==> src/rtl/conv_i2c_pkg.sv <==
package conv_i2c_pkg;

    localparam int BYTE_W = 8;

    localparam logic [6:0] ADDR_BASE = 7'b1100100;
    localparam logic [6:0] ADDR_ALT  = 7'b1100101;
    localparam logic [4:0] HS_PREFIX = 5'b00001;

    typedef enum logic [3:0] {
        ST_IDLE,
        ST_ADDR,
        ST_ADDR_ACK,
        ST_WR_BYTE,
        ST_WR_ACK,
        ST_RD_BYTE,
        ST_RD_ACK,
        ST_HS_NACK,
        ST_IGNORE
    } slv_state_e;

endpackage

==> src/rtl/i2c_line_sync.sv <==
module i2c_line_sync #(
    parameter int WIDTH  = 2,
    parameter int STAGES = 2
) (
    input  logic             clk,
    input  logic             rst_n,
    input  logic [WIDTH-1:0] d_i,
    output logic [WIDTH-1:0] q_o
);

    logic [STAGES-1:0][WIDTH-1:0] stg;

    // Idle bus lines read high, so the chain resets to ones.
    always_ff @(posedge clk or negedge rst_n) begin
        if (!rst_n) begin
            stg <= '1;
        end else begin
            stg[0] <= d_i;
            for (int k = 1; k < STAGES; k++) begin
                stg[k] <= stg[k-1];
            end
        end
    end

    assign q_o = stg[STAGES-1];

endmodule

==> src/rtl/i2c_bus_cond.sv <==
module i2c_bus_cond (
    input  logic clk,
    input  logic rst_n,
    input  logic scl_s,
    input  logic sda_s,
    output logic scl_rise,
    output logic scl_fall,
    output logic start_det,
    output logic stop_det
);

    logic scl_d;
    logic sda_d;

    always_ff @(posedge clk or negedge rst_n) begin
        if (!rst_n) begin
            scl_d <= 1'b1;
            sda_d <= 1'b1;
        end else begin
            scl_d <= scl_s;
            sda_d <= sda_s;
        end
    end

    assign scl_rise  =  scl_s && !scl_d;
    assign scl_fall  = !scl_s &&  scl_d;
    // Conditions need SCL high on both samples around the SDA edge.
    assign start_det =  scl_s &&  scl_d &&  sda_d && !sda_s;
    assign stop_det  =  scl_s &&  scl_d && !sda_d &&  sda_s;

endmodule

==> src/rtl/conv_i2c_slave.sv <==
module conv_i2c_slave
    import conv_i2c_pkg::*;
#(
    parameter bit ADDR_OPTION = 1'b1,
    parameter int SYNC_STAGES = 2
) (
    input  logic              clk,
    input  logic              rst_n,
    input  logic              scl_i,
    input  logic              sda_i,
    output logic              sda_oe,
    input  logic [BYTE_W-1:0] result_i,
    output logic [BYTE_W-1:0] setup_q,
    output logic [BYTE_W-1:0] config_q,
    output logic              setup_stb,
    output logic              config_stb,
    output logic              hs_mode
);

    localparam logic [6:0] SLV_ADDR = ADDR_OPTION ? ADDR_ALT : ADDR_BASE;
    localparam int         CNT_W    = $clog2(BYTE_W + 1);

    logic [1:0]        line_s;
    logic              scl_s;
    logic              sda_s;
    logic              scl_rise;
    logic              scl_fall;
    logic              start_det;
    logic              stop_det;

    slv_state_e        state;
    slv_state_e        state_nx;
    logic [BYTE_W-1:0] shreg;
    logic [CNT_W-1:0]  bitcnt;
    logic              rw_bit;
    logic              mst_ack;
    logic              byte_end;
    logic              hs_code;
    logic              addr_hit;

    i2c_line_sync #(
        .WIDTH  (2),
        .STAGES (SYNC_STAGES)
    ) u_sync (
        .clk   (clk),
        .rst_n (rst_n),
        .d_i   ({scl_i, sda_i}),
        .q_o   (line_s)
    );

    assign scl_s = line_s[1];
    assign sda_s = line_s[0];

    i2c_bus_cond u_cond (
        .clk       (clk),
        .rst_n     (rst_n),
        .scl_s     (scl_s),
        .sda_s     (sda_s),
        .scl_rise  (scl_rise),
        .scl_fall  (scl_fall),
        .start_det (start_det),
        .stop_det  (stop_det)
    );

    assign byte_end = scl_fall && (bitcnt == CNT_W'(BYTE_W));
    assign hs_code  = (shreg[BYTE_W-1 -: 5] == HS_PREFIX);
    assign addr_hit = (shreg[BYTE_W-1:1] == SLV_ADDR);

    // State register
    always_ff @(posedge clk or negedge rst_n) begin
        if (!rst_n) state <= ST_IDLE;
        else        state <= state_nx;
    end

    // Next state
    always_comb begin
        state_nx = state;
        if (stop_det) begin
            state_nx = ST_IDLE;
        end else if (start_det) begin
            state_nx = ST_ADDR;
        end else begin
            unique case (state)
                ST_IDLE:     state_nx = ST_IDLE;
                ST_ADDR: begin
                    if (byte_end) begin
                        if (hs_code)       state_nx = ST_HS_NACK;
                        else if (addr_hit) state_nx = ST_ADDR_ACK;
                        else               state_nx = ST_IGNORE;
                    end
                end
                ST_ADDR_ACK: if (scl_fall) state_nx = rw_bit ? ST_RD_BYTE : ST_WR_BYTE;
                ST_WR_BYTE:  if (byte_end) state_nx = ST_WR_ACK;
                ST_WR_ACK:   if (scl_fall) state_nx = ST_WR_BYTE;
                ST_RD_BYTE:  if (byte_end) state_nx = ST_RD_ACK;
                ST_RD_ACK:   if (scl_fall) state_nx = mst_ack ? ST_RD_BYTE : ST_IDLE;
                ST_HS_NACK:  if (scl_fall) state_nx = ST_IDLE;
                ST_IGNORE:   state_nx = ST_IGNORE;
                default:     state_nx = ST_IDLE;
            endcase
        end
    end

    // Shifter, counter, captured registers and mode flag
    always_ff @(posedge clk or negedge rst_n) begin
        if (!rst_n) begin
            shreg      <= '0;
            bitcnt     <= '0;
            rw_bit     <= 1'b0;
            mst_ack    <= 1'b0;
            setup_q    <= '0;
            config_q   <= '0;
            setup_stb  <= 1'b0;
            config_stb <= 1'b0;
            hs_mode    <= 1'b0;
        end else begin
            setup_stb  <= 1'b0;
            config_stb <= 1'b0;
            if (stop_det) begin
                bitcnt  <= '0;
                hs_mode <= 1'b0;
            end else if (start_det) begin
                bitcnt <= '0;
            end else begin
                case (state)
                    ST_ADDR, ST_WR_BYTE: begin
                        if (scl_rise) begin
                            shreg  <= {shreg[BYTE_W-2:0], sda_s};
                            bitcnt <= bitcnt + 1'b1;
                        end else if (byte_end) begin
                            bitcnt <= '0;
                            if (state == ST_ADDR) begin
                                rw_bit <= shreg[0];
                            end else if (shreg[BYTE_W-1]) begin
                                setup_q   <= shreg;
                                setup_stb <= 1'b1;
                            end else begin
                                config_q   <= shreg;
                                config_stb <= 1'b1;
                            end
                        end
                    end
                    ST_ADDR_ACK: begin
                        if (scl_fall && rw_bit) shreg <= result_i;
                    end
                    ST_RD_BYTE: begin
                        if (scl_rise) begin
                            bitcnt <= bitcnt + 1'b1;
                        end else if (byte_end) begin
                            bitcnt <= '0;
                        end else if (scl_fall) begin
                            shreg <= {shreg[BYTE_W-2:0], 1'b0};
                        end
                    end
                    ST_RD_ACK: begin
                        if (scl_rise)      mst_ack <= !sda_s;
                        else if (scl_fall) shreg   <= result_i;
                    end
                    ST_HS_NACK: begin
                        if (scl_fall) hs_mode <= 1'b1;
                    end
                    default: ;
                endcase
            end
        end
    end

    // Outputs
    always_comb begin
        unique case (state)
            ST_ADDR_ACK, ST_WR_ACK: sda_oe = 1'b1;
            ST_RD_BYTE:             sda_oe = !shreg[BYTE_W-1];
            default:                sda_oe = 1'b0;
        endcase
    end

endmodule

==> config.mk <==
export PLATFORM = sky130hd
export DESIGN_NAME = conv_i2c_slave
export DESIGN_NICKNAME = d
export VERILOG_FILES = /design/src/rtl/conv_i2c_pkg.sv /design/src/rtl/i2c_line_sync.sv /design/src/rtl/i2c_bus_cond.sv /design/src/rtl/conv_i2c_slave.sv
export SDC_FILE = /design/constraint.sdc
export NUM_CORES = 1
export LEC_CHECK = 0
export BUFFER_PORTS_ARGS = -buffer_cell sky130_fd_sc_hd__buf_4
export CORE_ASPECT_RATIO = 1.5
export CORE_UTILIZATION = 56
export CTS_CLUSTER_SIZE = 8
export DETAILED_ROUTE_END_ITERATION = 12
export PLACE_DENSITY = 0.85
export SLEW_MARGIN = 10
export SYNTH_ARGS = -nofsm -noshare
export SYNTH_HDL_FRONTEND = slang
export SYNTH_SLANG_ARGS = --single-unit
==> constraint.sdc <==
create_clock -name clk -period 2.4 [get_ports clk]
set_input_delay 0.24 -clock clk [delete_from_list [all_inputs] [get_ports clk]]
set_output_delay 0.24 -clock clk [all_outputs]
set_load 0.02 [all_outputs]
# Word-level counts from Yosys, hierarchy flattened
# Cells that the tools add are included.
dict set report totals {
  out_inout_bits 20
  mem_bits_ro 0
  mem_count 0
  reg_bits 42
  word_cells 122
  ramBits 0
  latchBits 0
  inputBits 12
}
dict set report op_classes {
  magnitude_cmp 0
  multipliers 0
  n_shift 0
  reduce_logical 30
  n_bitwise 5
  div_mod_pow 0
  muxes 46
  n_addsub 1
  eq_ne 26
}
# operator count
set ops {}
lappend ops {{two-way mux 4 bit} 16}
lappend ops {{two-way mux 8 bit} 7}
lappend ops {{case mux 4 bit (8 select lines)} 1}
lappend ops {{case mux 8 bit (4 select lines)} 1}
lappend ops {{!= test 4 bit (second input constant)} 7}
lappend ops {{AND reduction 7 bit} 3}
lappend ops {{two-way mux 1 bit} 18}
lappend ops {{equality test 4 x 3 -> 1 bit (second input constant)} 4}
lappend ops {{!= test 2 bit (second input constant)} 7}
lappend ops {{AND reduction 10 bit} 1}
lappend ops {{logical AND 1 bit} 9}
lappend ops {{equality test 4 x 2 -> 1 bit (second input constant)} 2}
lappend ops {{equality test 4 bit (second input constant)} 2}
lappend ops {{nonzero test 4 bit} 2}
lappend ops {{equality test 7 bit (second input constant)} 1}
lappend ops {{two-way mux 3 bit} 2}
lappend ops {{AND reduction 6 bit} 1}
lappend ops {{equality test 5 x 1 -> 1 bit (second input constant)} 1}
lappend ops {{zero test 1 bit} 5}
lappend ops {{inverter 1 bit} 5}
lappend ops {{adder 4 x 1 -> 4 bit (second input constant)} 1}
lappend ops {{equality test 4 x 1 -> 1 bit (second input constant)} 1}
lappend ops {{AND reduction 4 bit} 1}
lappend ops {{nonzero test 2 bit} 2}
lappend ops {{other kinds (7)} 8}

# Longest topological paths before layout
# Gate-level depths: netlist of run 1.
dict set report depth {
  ltp_word 8
  ltp_mapped 7
}

# By module
# A second synthesis of run 1 with hierarchy kept.
dict set report hier_totals {
  cells_unflattened 177
  hier_area_um2 2087.0
}
# module instances seq_area_each_um2 cells_per_inst area_each_um2
set modules_own_cells {}
lappend modules_own_cells {conv_i2c_slave 1 900.9 165 1881.8}
lappend modules_own_cells {i2c_line_sync 1 105.1 6 120.1}
lappend modules_own_cells {i2c_bus_cond 1 52.6 6 85.1}

# Worst setup path after synthesis of run 1
# OpenSTA, ideal clock, no wires.
dict set report synth_path {
  kind {reg-to-reg}
  start {register bitcnt[0]}
  end {register shreg[0]}
  path_buffers 1
  setup_time_ns 0.125
  period_less_slack_ns 1.817
  slack_ns 0.583
  stages_incl_launch_ff 8
  t_arrival_ns 1.692
  path_cell_list {dfrtp_1 -> inv_1 -> ha_1 -> and3b_1 -> o311ai_0 -> and4b_1 -> buf_6 -> mux2_4}
}
dict set report synth_between {
  elab_chain_cells 4
}
# item line
set synth_rtl {}
lappend synth_rtl {{start: declaration} conv_i2c_slave.sv:34} ;# logic [CNT_W-1:0] bitcnt;
lappend synth_rtl {{start signal: assignment} conv_i2c_slave.sv:129} ;# bitcnt <= bitcnt + 1'b1;
lappend synth_rtl {{start signal: assignment} conv_i2c_slave.sv:148} ;# bitcnt <= bitcnt + 1'b1;
lappend synth_rtl {{equality test 4 bit} conv_i2c_slave.sv:65} ;# assign byte_end = scl_fall && (bitcnt == CNT_W'(BYTE_W));
lappend synth_rtl {{logical AND 1 bit} conv_i2c_slave.sv:65}
lappend synth_rtl {{!= test 2 bit (no source line)} --}
lappend synth_rtl {{AND reduction 10 bit (no source line)} --}
lappend synth_rtl {{end signal: assignment} conv_i2c_slave.sv:128} ;# shreg <= {shreg[BYTE_W-2:0], sda_s};
lappend synth_rtl {{end signal: assignment} conv_i2c_slave.sv:144} ;# if (scl_fall && rw_bit) shreg <= result_i;
lappend synth_rtl {{end signal: assignment} conv_i2c_slave.sv:152} ;# shreg <= {shreg[BYTE_W-2:0], 1'b0};
lappend synth_rtl {{end: declaration} conv_i2c_slave.sv:33} ;# logic [BYTE_W-1:0] shreg;
# Every way passes these cells.
# A chain may end at the register's enable or synchronous reset.

# Final worst setup path of run 1
dict set report layout_path {
  start {register u_cond.scl_d}
  end {register config_q[6]}
}
dict set report layout_between {
  elab_chain_cells 5
}
# item line
set layout_rtl {}
lappend layout_rtl {{start: declaration} i2c_bus_cond.sv:12} ;# logic scl_d;
lappend layout_rtl {{start signal: assignment} i2c_bus_cond.sv:20} ;# scl_d <= scl_s;
lappend layout_rtl {{logical AND 1 bit} {i2c_bus_cond.sv:28, i2c_bus_cond.sv:29}}
lappend layout_rtl {{logical AND 1 bit, on equally long branches (2 in series)} {i2c_bus_cond.sv:29, i2c_bus_cond.sv:28}}
lappend layout_rtl {{inverter 1 bit (no source line)} --}
lappend layout_rtl {{AND reduction 7 bit (no source line) *} --}
lappend layout_rtl {{end signal: assignment} conv_i2c_slave.sv:138} ;# config_q <= shreg;
lappend layout_rtl {{end: declaration} conv_i2c_slave.sv:14} ;# output logic [BYTE_W-1:0] config_q,
# Every way passes the cells marked *; elsewhere a longest branch is shown, timed or not.

==> results of run 1 <==
## power by group
group | switching, uW | internal (uW)
Combinational | 72.4 | 102
Clock | 246 | 310
Sequential | 55.0 | 751
Total | 373 | 1160
## worst max-delay path by stage
stage / cells after the start / to
finish: 5 / config_q[6]
global route: 7 / config_q[6]
CTS: 5 / config_q[6]
detailed placement: 5 / config_q[5]
global placement: 5 / config_q[4]
floorplan: 7 / shreg[0]
## layout make-up
cell class	instances	area [um2]	share of cell area [%]
Clock buffer	6	72.6	2.89
Clock inverter	2	37.5	1.50
Inverter	9	33.8	1.35
Multi-Input combinational cell	116	965	38.5
Sequential cell	42	1060	42.2
Tap cell	43	53.8	2.14
Timing Repair Buffer	38	288	11.5
## sequential cells by signal (all words and copies together), names as in the netlist
name	flops
setup_q	8
shreg	8
config_q	7
bitcnt	4
state	4
u_sync.q_o	2
u_sync.stg	2
config_stb	1
hs_mode	1
mst_ack	1
rw_bit	1
setup_stb	1
u_cond.scl_d	1
u_cond.sda_d	1
## through the flow
stage          area [um2]  util, %  total power [uW]
6_report             2510     68.8              1540
5_1_grt              2510     68.8              1590
3_5_place_dp         2390     65.5               989
4_1_cts              2510     68.8              1540
2_1_floorplan        2120        -               922
3_3_place_gp         2390     65.5               975
## routing by layer
metal | up-vias | track usage, %
li1 | 696 | -
met1 | 770 | 32.0
met2 | 52 | 43.7
met3 | 8 | 4.56
met4 | 0 | 10.0
met5 | - | 0
## cells in the mapped netlist, drive strengths merged (3+ instances only)
master	instances
dfrtp	36
mux2	32
nor2	11
buf	9
inv	9
dfstp	6
nand2	6
nand2b	6
a21oi	5
nor3b	5
o21ai	5
a31oi	4
a22o	3
and4b	3
nor4b	3
## logic make-up (layout without fill, tap and decap cells)
group / count (synthesis) / count (layout) / synth area share (%)
flip-flops: 42 / 42 / 50.0
XOR/XNOR: 2 / 2 / 0.828
buffers and inverters: 19 / 55 / 4.43
AND/OR/NAND/NOR: 51 / 51 / 15.1
other: 1 / 1 / 0.177
adder cells (fa/ha/maj): 2 / 2 / 1.18
AO/OA/AOI/OAI: 27 / 27 / 9.34
multiplexers: 33 / 33 / 18.9
==> metrics, run 1 <==
number of nets in the layout=226; post-cts sizing count=0; Detail Route met2 WL=2460 um; CP Launch Type=flop; Pleak=0.00119 uW; highest clock rate=483 MHz; most common cell after layout, fill and taps aside=buf_4; power density over the cells=613 nW/um2; Syn Std Cell Area=2120 um2; final hold slack=0.0479 ns; CP Max Fanout=9; worst min path class=input pin to flop; setup TNS=0 ns; required time of the critical path=2.59 ns; number of detailed-route iterations in the first pass=4; R2R Path Start=u_cond.scl_d; Crit path buffers/inverters=1; CTS H-tree lvls=2; number of buffers inserted during clock tree synthesis=5; Synth async-reset ratio=100%; full die area=4040 um2; total core area=3650 um2; data arrival at the endpoint of the critical path=2.25 ns; antenna diode instance count=0; clock slew at the register clock pins of the worst setup and hold paths=0.08 ns; setup repair after global routing missed its margin=no; post-synthesis cell type with the largest combined area=dfrtp_1; final-report hold violation count=0; hold endpoint=u_sync.stg[0]; wirelength, routed=4500 um; uppermost layer routed=met4; class of the most critical setup path=flop to flop; Final Cycle Share=86.2%; count of flip-flops with a built-in enable after synthesis=0; actual slew at the worst max-slew pin=0.522 ns; detailed-routing wirelength on met1=1770 um; last weighted congestion value of the routability-driven placer=0.955; clock sink total=42; crit-path cells=nand2b_1, nor4b_2, nor2b_1, buf_4, mux2_2; crit path from=u_cond.scl_d; Critical Path Sink Type=flop; area share of the leading cell type in the synthesized netlist=42.6%; via count of the first global-routing pass=1567; quantity of hold-fixing buffers added after cts=1; Final ANT Viol Nets=0; setup fix buffers added after clock tree synthesis=0; detailed router's first-iteration violation count=54; count of cell types in the netlist=48; signed area change from the synthesized netlist to the final layout=18.5%; grt total ovfl=0; instance count along the most critical hold path=1; worst-case clock buffer depth=2; global-route wire length before repair=7620 um; total number of vias=1526; Layout Cells excl Fill=256; number of max-slew violations in the final report=0; Initial Utilization=58.0%; placed cell count=247; Chip Width=52.2 um; delay of the slowest critical-path stage=0.56 ns; initial antenna violation count=0; post-synthesis instance total=177; Detailed Place HPWL=3230 um; vias per std cell=5.96; number of placement rows=27; depth of the worst register-to-register path=5; Layout Skew=0.00455 ns; relative max-transition margin=65.2%; library cell used as clock root buffer=clkbuf_8; delay-heaviest family, CP=simple AND/OR/NAND/NOR gates; WL/cell=17.6 um; status=completed; post-synthesis register bit count=42; mean post-synth cell area=12.0 um2; pin count of the biggest net entering global routing=43; number of top-level design ports=32; minimum setup slack after placement=0.342 ns; crit path time final=2.07 ns; total of endpoints with negative setup slack in the final report=0; ratio of cells with drive above 1 in the final layout=41.3%; endpoint of the worst register-to-register path=config_q[6]; commonest non-fill, non-tap cells in the layout=buf_4 (37), dfrtp_1 (36), mux2_2 (24), nor2_1 (11), inv_1 (9); dominant synthesized flop cell=dfrtp_1; clock insertion delay at the later pin of the skew report=0.29 ns; hold wc startpoint=sda_i; number of buffers added on ports=30; flop-to-flop setup slack=0.33 ns; sequential share of the synthesized area=50.0%; master of the slowest instance on the critical path=dfstp_2; met3 WL post-DR=183 um; worst-case vdd ir drop=0.000517 V; drt drc=0; die height=77.3 um; total number of yosys warnings=0; max-capacitance violation count=0; CTS tree=built; dominant cells by area after synthesis=dfrtp_1 (43%), mux2_2 (13%), dfstp_2 (7.4%); setup ws final=0.332 ns; global routing usage summed across all routing layers=25.9%; number of fillers in the final layout=259; syn_nets=191
No activity file was read; power rests on OpenSTA's default activity.
==> inputs of run 2 (changes only) <==
==> constraint.sdc (replaced) <==
create_clock -name clk -period 2 [get_ports clk]
set_input_delay 0.2 -clock clk [delete_from_list [all_inputs] [get_ports clk]]
set_output_delay 0.2 -clock clk [all_outputs]
set_load 0.02 [all_outputs]
==> run 2 against run 1 <==
Compared with the run above: final cell count grew 4.3%; global-route usage grew 1.2 points; count of clock-buffer cells in the layout is the same; sequential cell count is the same; total power grew 22%; worst setup slack lost 0.28 ns; die area is the same; non-clock buffer count grew 11; sequential power grew 19%; core utilization grew 3.7 points; sequential share of layout area shrank 2.1 points; clock power grew 22%.
==> metrics, run 2 (synthesis results as in run 1) <==
status=completed; worst-case clock buffer depth=2 (unchanged); commonest non-fill, non-tap cells in the layout=buf_4 (44), dfrtp_1 (36), mux2_2 (23), nor2_1 (11); instance count along the most critical hold path=1 (unchanged); data arrival at the endpoint of the critical path=2.13 ns (-0.12 ns); largest registers=setup_q x8, shreg x8, config_q x7; clock sink total=42 (unchanged); number of buffers added on ports=30 (unchanged); number of nets in the layout=237 (+4.9%); die height=77.3 um (unchanged); detailed router's first-iteration violation count=72 (+33%); total of endpoints with negative setup slack in the final report=0 (unchanged); required time of the critical path=2.19 ns (-0.40 ns); total core area=3650 um2 (unchanged); total number of vias=1616 (+5.9%); final hold slack=0.00584 ns (-0.0420 ns); signed area change from the synthesized netlist to the final layout=24.8%; ratio of cells with drive above 1 in the final layout=46.0% (+4.7 points); Chip Width=52.2 um (unchanged); CP Launch Type=flop; actual slew at the worst max-slew pin=0.524 ns (+0.00203 ns); most common cell after layout, fill and taps aside=buf_4; number of placement rows=27 (unchanged); Final ANT Viol Nets=0 (unchanged); relative max-transition margin=65.1% (-0.14 points); Initial Utilization=58.0% (unchanged); number of detailed-route iterations in the first pass=4 (unchanged); Layout Skew=0.00362 ns (-0.000931 ns); CTS H-tree lvls=2 (unchanged); instance area after placement=2470 um2 (+3.4%); power density over the cells=709 nW/um2 (+16%); worst-case vdd ir drop=0.000759 V (+47%); vias per std cell=6.05 (+1.5%); Pleak=0.00127 uW (+6.2%); clock slew at the register clock pins of the worst setup and hold paths=0.08 ns (about the same); CTS tree=built; final-report hold violation count=0 (unchanged); global routing usage summed across all routing layers=27.1% (+1.2 points); full die area=4040 um2 (unchanged); area taken by flip-flops and latches=1060 um2 (unchanged); setup repair after global routing missed its margin=yes; crit-path cells=inv_1, ha_2, nand3b_1, nor4b_4, nor2b_2, buf_6, mux2_2; grt total ovfl=0 (unchanged); Final Cycle Share=97.3% (+11 points); delay of the slowest critical-path stage=0.39 ns (-0.17 ns); initial antenna violation count=0 (unchanged); number of max-slew violations in the final report=0 (unchanged); last weighted congestion value of the routability-driven placer=0.925 (-3.2%); worst min path class=input pin to flop; highest clock rate=514 MHz (+6.3%); pin count of the biggest net entering global routing=43 (unchanged); setup TNS=0 ns (unchanged); Detailed Place HPWL=3420 um (+5.6%); number of fillers in the final layout=230 (-11%); crit path time final=1.95 ns (-0.122 ns); clock insertion delay at the later pin of the skew report=0.30 ns (about the same); class of the most critical setup path=flop to flop; via count of the first global-routing pass=1667 (+6.4%); area of the multi-input gates=993 um2 (+3.0%); Final Instance Area=2640 um2 (+5.3%); wirelength, routed=4880 um (+8.5%); antenna diode instance count=0 (unchanged); library cell used as clock root buffer=clkbuf_8; master of the slowest instance on the critical path=dfrtp_1; global-route wire length before repair=8000 um (+5.1%); Critical Path Sink Type=flop; number of buffers inserted during clock tree synthesis=5 (unchanged); number of top-level design ports=32 (unchanged); max-capacitance violation count=0 (unchanged); drt drc=0 (unchanged); depth of the worst register-to-register path=7 (+2); WL/cell=18.3 um (+4.0%); CP Max Fanout=8 (-1)
[run 2: cell types whose count changed in the layout (fill, tap and decap cells not counted), sizes merged]
cell / change
dlygate4sd3: +1
buf: +10
[run 2: metrics by stage]
step	worst slack, ns	power (uW)	cells	util, %
CTS	0.0562	1870	266	71.2
floorplan	0.183	1110	177	-
global route	-0.0592	1940	267	72.4
finish	0.0540	1870	267	72.4
detailed placement	0.0598	1200	256	67.7
global placement	0.104	1190	256	67.7
[run 2: critical path, delay by kind of cell (launching register included)]
family                   cells  cell delay, ns
flip-flops                   1            0.39
adder cells (fa/ha/maj)      1            0.17
buffers and inverters        2            0.22
AND/OR/NAND/NOR              3            0.70
multiplexers                 1            0.34
[run 2: report_power, final]
| group | internal, uW | total (uW) | switching, uW | leakage, uW |
|---|---|---|---|---|
| Clock | 373 | 680 | 308 | 0.0000514 |
| Combinational | 139 | 233 | 93.7 | 0.000654 |
| Sequential | 901 | 960 | 59.3 | 0.000561 |
[run 2: path summary, 6_finish.rpt]
kind,slack (ns),from,end
worst min register to register,0.36,u_sync.stg[1],u_sync.q_o[1]
worst max-delay path,0.05,bitcnt[0],config_q[3]
max in group asynchronous,1.21,rst_n,u_sync.stg[1]
min in group asynchronous,0.41,rst_n,state[3]
worst max register to register,0.05,bitcnt[0],config_q[3]
worst min-delay path,0.006,scl_i,u_sync.stg[1]
[run 2: repair_timing]
item | CTS | global route
endpoints found under the setup margin | 0 | 23
hold endpoints to repair | 37 | 0
buffers inserted | 0 | 1
resized for setup | 0 | 10
hold buffers | 2 | 0
[run 2: routing by layer]
layer | part of all wire [%] | GRT usage [%] | vias up
li1 | - | - | 731
met1 | 36 | 31.4 | 802
met2 | 55 | 48.1 | 61
met3 | 4.7 | 5.36 | 22
met4 | 3.5 | 8.68 | 0
met5 | 0 | 0 | -
[run 2: final cells by class]
| class | instances | area share, % |
|---|---|---|
| Sequential cell | 42 | 40.1 |
| Multi-Input combinational cell | 116 | 37.6 |
| Clock inverter | 2 | 1.42 |
| Clock buffer | 6 | 2.75 |
| Inverter | 9 | 1.28 |
| Tap cell | 43 | 2.04 |
| Timing Repair Buffer | 49 | 14.9 |
==> inputs of run 3 (changes only) <==
--- a/config.mk
+++ b/config.mk
@@ -7,6 +7,7 @@
 export LEC_CHECK = 0
 export BUFFER_PORTS_ARGS = -buffer_cell sky130_fd_sc_hd__buf_4
 export CORE_ASPECT_RATIO = 1.5
+export CORE_MARGIN = 8
 export CORE_UTILIZATION = 56
 export CTS_CLUSTER_SIZE = 8
 export DETAILED_ROUTE_END_ITERATION = 12
==> run 3 against run 2 <==
Compared with the run above: the flow now finishes with violations (setup timing); die area rose by 50%; total power rose by 0.68%; first-iteration DRC count rose by 56%; via count rose by 0.80%; combinational power barely moved; sequential share of layout area fell by 0.68 points; hold slack improved by 0.0048 ns; cell area rose by 1.8%; global-route usage fell by 9.6 points; critical path type unchanged.
==> metrics, run 3 (synthesis results as in run 1) <==
number of buffers inserted during clock tree synthesis=5 (unchanged); wirelength, routed=5580 um (+14%); global-route wire length before repair=8310 um (+3.9%); CTS H-tree lvls=2 (unchanged); total of endpoints with negative setup slack in the final report=1 (+1); largest registers=setup_q x8, shreg x8, config_q x7; Seq pwr share=51.5% (+0.2 points); CTS tree=built; actual slew at the worst max-slew pin=0.515 ns (-0.00919 ns); drt drc=0 (unchanged); crit-path cells=inv_1, ha_2, nand3b_1, nor4b_4, nor2b_4, buf_8, mux2_4; worst min path class=input pin to flop; master of the slowest instance on the critical path=dfrtp_1; share of total power in the clock network=36.0% (-0.3 points); worst-case clock buffer depth=2 (unchanged); commonest non-fill, non-tap cells in the layout=buf_4 (42), dfrtp_1 (35), mux2_4 (22), nor2_1 (11), mux2_2 (10); violations in the final reports=setup timing; grt total ovfl=0 (unchanged); Sw Pwr=476 uW (+3.3%); clock insertion delay at the later pin of the skew report=0.30 ns (about the same); via count of the first global-routing pass=1789 (+7.3%); CP Launch Type=flop; required time of the critical path=2.19 ns (about the same); Pleak=0.00127 uW (+0.60%); data arrival at the endpoint of the critical path=2.19 ns (+0.06 ns); number of buffers added on ports=30 (unchanged); number of placement rows=27 (unchanged); cell internal power dissipation=1410 uW (-0.17%); highest clock rate=499 MHz (-2.8%); Final ANT Viol Nets=0 (unchanged); WL/cell=21.0 um (+15%); crit path time final=2.00 ns (+0.0565 ns); die height=91.3 um (+18%); switching power share of the total=25.2% (+0.63 points); final-report hold violation count=0 (unchanged); number of max-slew violations in the final report=0 (unchanged); last weighted congestion value of the routability-driven placer=0.969 (+4.7%); setup TNS=-0.00247 ns (-0.00247 ns); setup ws final=-0.00247 ns (-0.0565 ns); relative max-transition margin=65.7% (+0.61 points); clock sink total=42 (unchanged); signed area change from the synthesized netlist to the final layout=27.1%; most common cell after layout, fill and taps aside=buf_4; vias per std cell=6.12 (+1.2%); Critical Path Sink Type=flop; power density over the cells=701 nW/um2 (-1.1%); worst-case vdd ir drop=0.000641 V (-16%); full die area=6040 um2 (+50%); library cell used as clock root buffer=clkbuf_8; status=finished, violations left; total core area=3650 um2 (unchanged); clock slew at the register clock pins of the worst setup and hold paths=0.09 ns (about the same); max-capacitance violation count=0 (unchanged); number of detailed-route iterations in the first pass=4 (unchanged); portion of total power attributed to combinational logic=12.4% (about the same); Initial Utilization=58.0% (unchanged); CP Max Fanout=8 (unchanged); minimum setup slack after placement=0.0487 ns (-0.0111 ns); Layout Skew=0.00966 ns (+0.00604 ns); class of the most critical setup path=flop to flop; antenna diode instance count=0 (unchanged); pin count of the biggest net entering global routing=43 (unchanged); ratio of cells with drive above 1 in the final layout=45.3% (-0.69 points); Chip Width=66.2 um (+27%); number of nets in the layout=236 (-0.42%); delay-heaviest family, CP=simple AND/OR/NAND/NOR gates; number of top-level design ports=32 (unchanged); Detailed Place HPWL=3660 um (+7.2%); delay of the slowest critical-path stage=0.42 ns (+0.03 ns); global routing usage summed across all routing layers=17.4% (-9.6 points); initial antenna violation count=0 (unchanged); total number of vias=1629 (+0.80%); Crit path buffers/inverters=2 (unchanged); Final Cycle Share=100% (+2.8 points); detailed router's first-iteration violation count=112 (+56%); setup repair after global routing missed its margin=yes
[run 3: power groups by stage]
| stage | combinational (uW) | clock [uW] | sequential (uW) |
|---|---|---|---|
| floorplan | 153 | 0 | 953 |
| global placement | 203 | 0 | 973 |
| detailed placement | 221 | 0 | 976 |
| CTS | 226 | 677 | 961 |
| global route | 250 | 719 | 977 |
| finish | 234 | 680 | 972 |
[run 3: final cells by class]
type | count | area (um2)
sequential | 42 | 1060
timing repair buffer | 48 | 393
fill | 226 | 957
inverter | 9 | 33.8
clock buffer | 6 | 72.6
clock inverter | 2 | 37.5
multi-input combinational | 116 | 1040
tap | 43 | 53.8
[run 3: worst reg2reg max path, delay by kind of cell, from the launching register on]
family | cells | cell delay [ns]
simple gates | 3 | 0.75
buf+inv | 2 | 0.24
mux | 1 | 0.32
fa+ha+maj | 1 | 0.17
flops | 1 | 0.42
[run 3: metrics by stage]
stage               util (%)  cells  area [um2]  hold WS (ns)  power, uW
CTS                     70.5    263        2570       0.00251       1860
detailed placement      67.2    254        2450         0.211       1200
global placement        67.2    254        2450         0.199       1180
global route            73.8    266        2690        0.0113       1950
floorplan                  -    177        2120       -0.0956       1110
finish                  73.8    266        2690        0.0107       1890
[run 3: worst paths after layout]
kind / from / end / slack (ns) / cells after the start
worst max register to register: bitcnt[1] / config_q[3] / -0.002 / 7
max in group asynchronous: rst_n / state[1] / 1.22 / 2
worst max-delay path: bitcnt[1] / config_q[3] / -0.002 / 7
worst min register to register: u_sync.stg[0] / u_sync.q_o[0] / 0.36 / 0
worst min-delay path: scl_i / u_sync.stg[1] / 0.01 / 1
min in group asynchronous: rst_n / state[2] / 0.41 / 2
[run 3: per-layer routing]
layer,track usage [%],vias up,routed length [um]
li1,-,718,-
met1,18.3,823,2090
met2,30.0,71,2950
met5,0,-,0
met4,10.2,0,217
met3,4.31,17,325
[run 3: timing repair]
| item | 4_1_cts | 5_1_grt |
|---|---|---|
| endpoints found under the setup margin | 0 | 23 |
| hold endpoints to repair | 36 | 1 |
| gates resized for setup | 0 | 24 |
| buffers inserted | 0 | 2 |
| hold buffers | 1 | 1 |
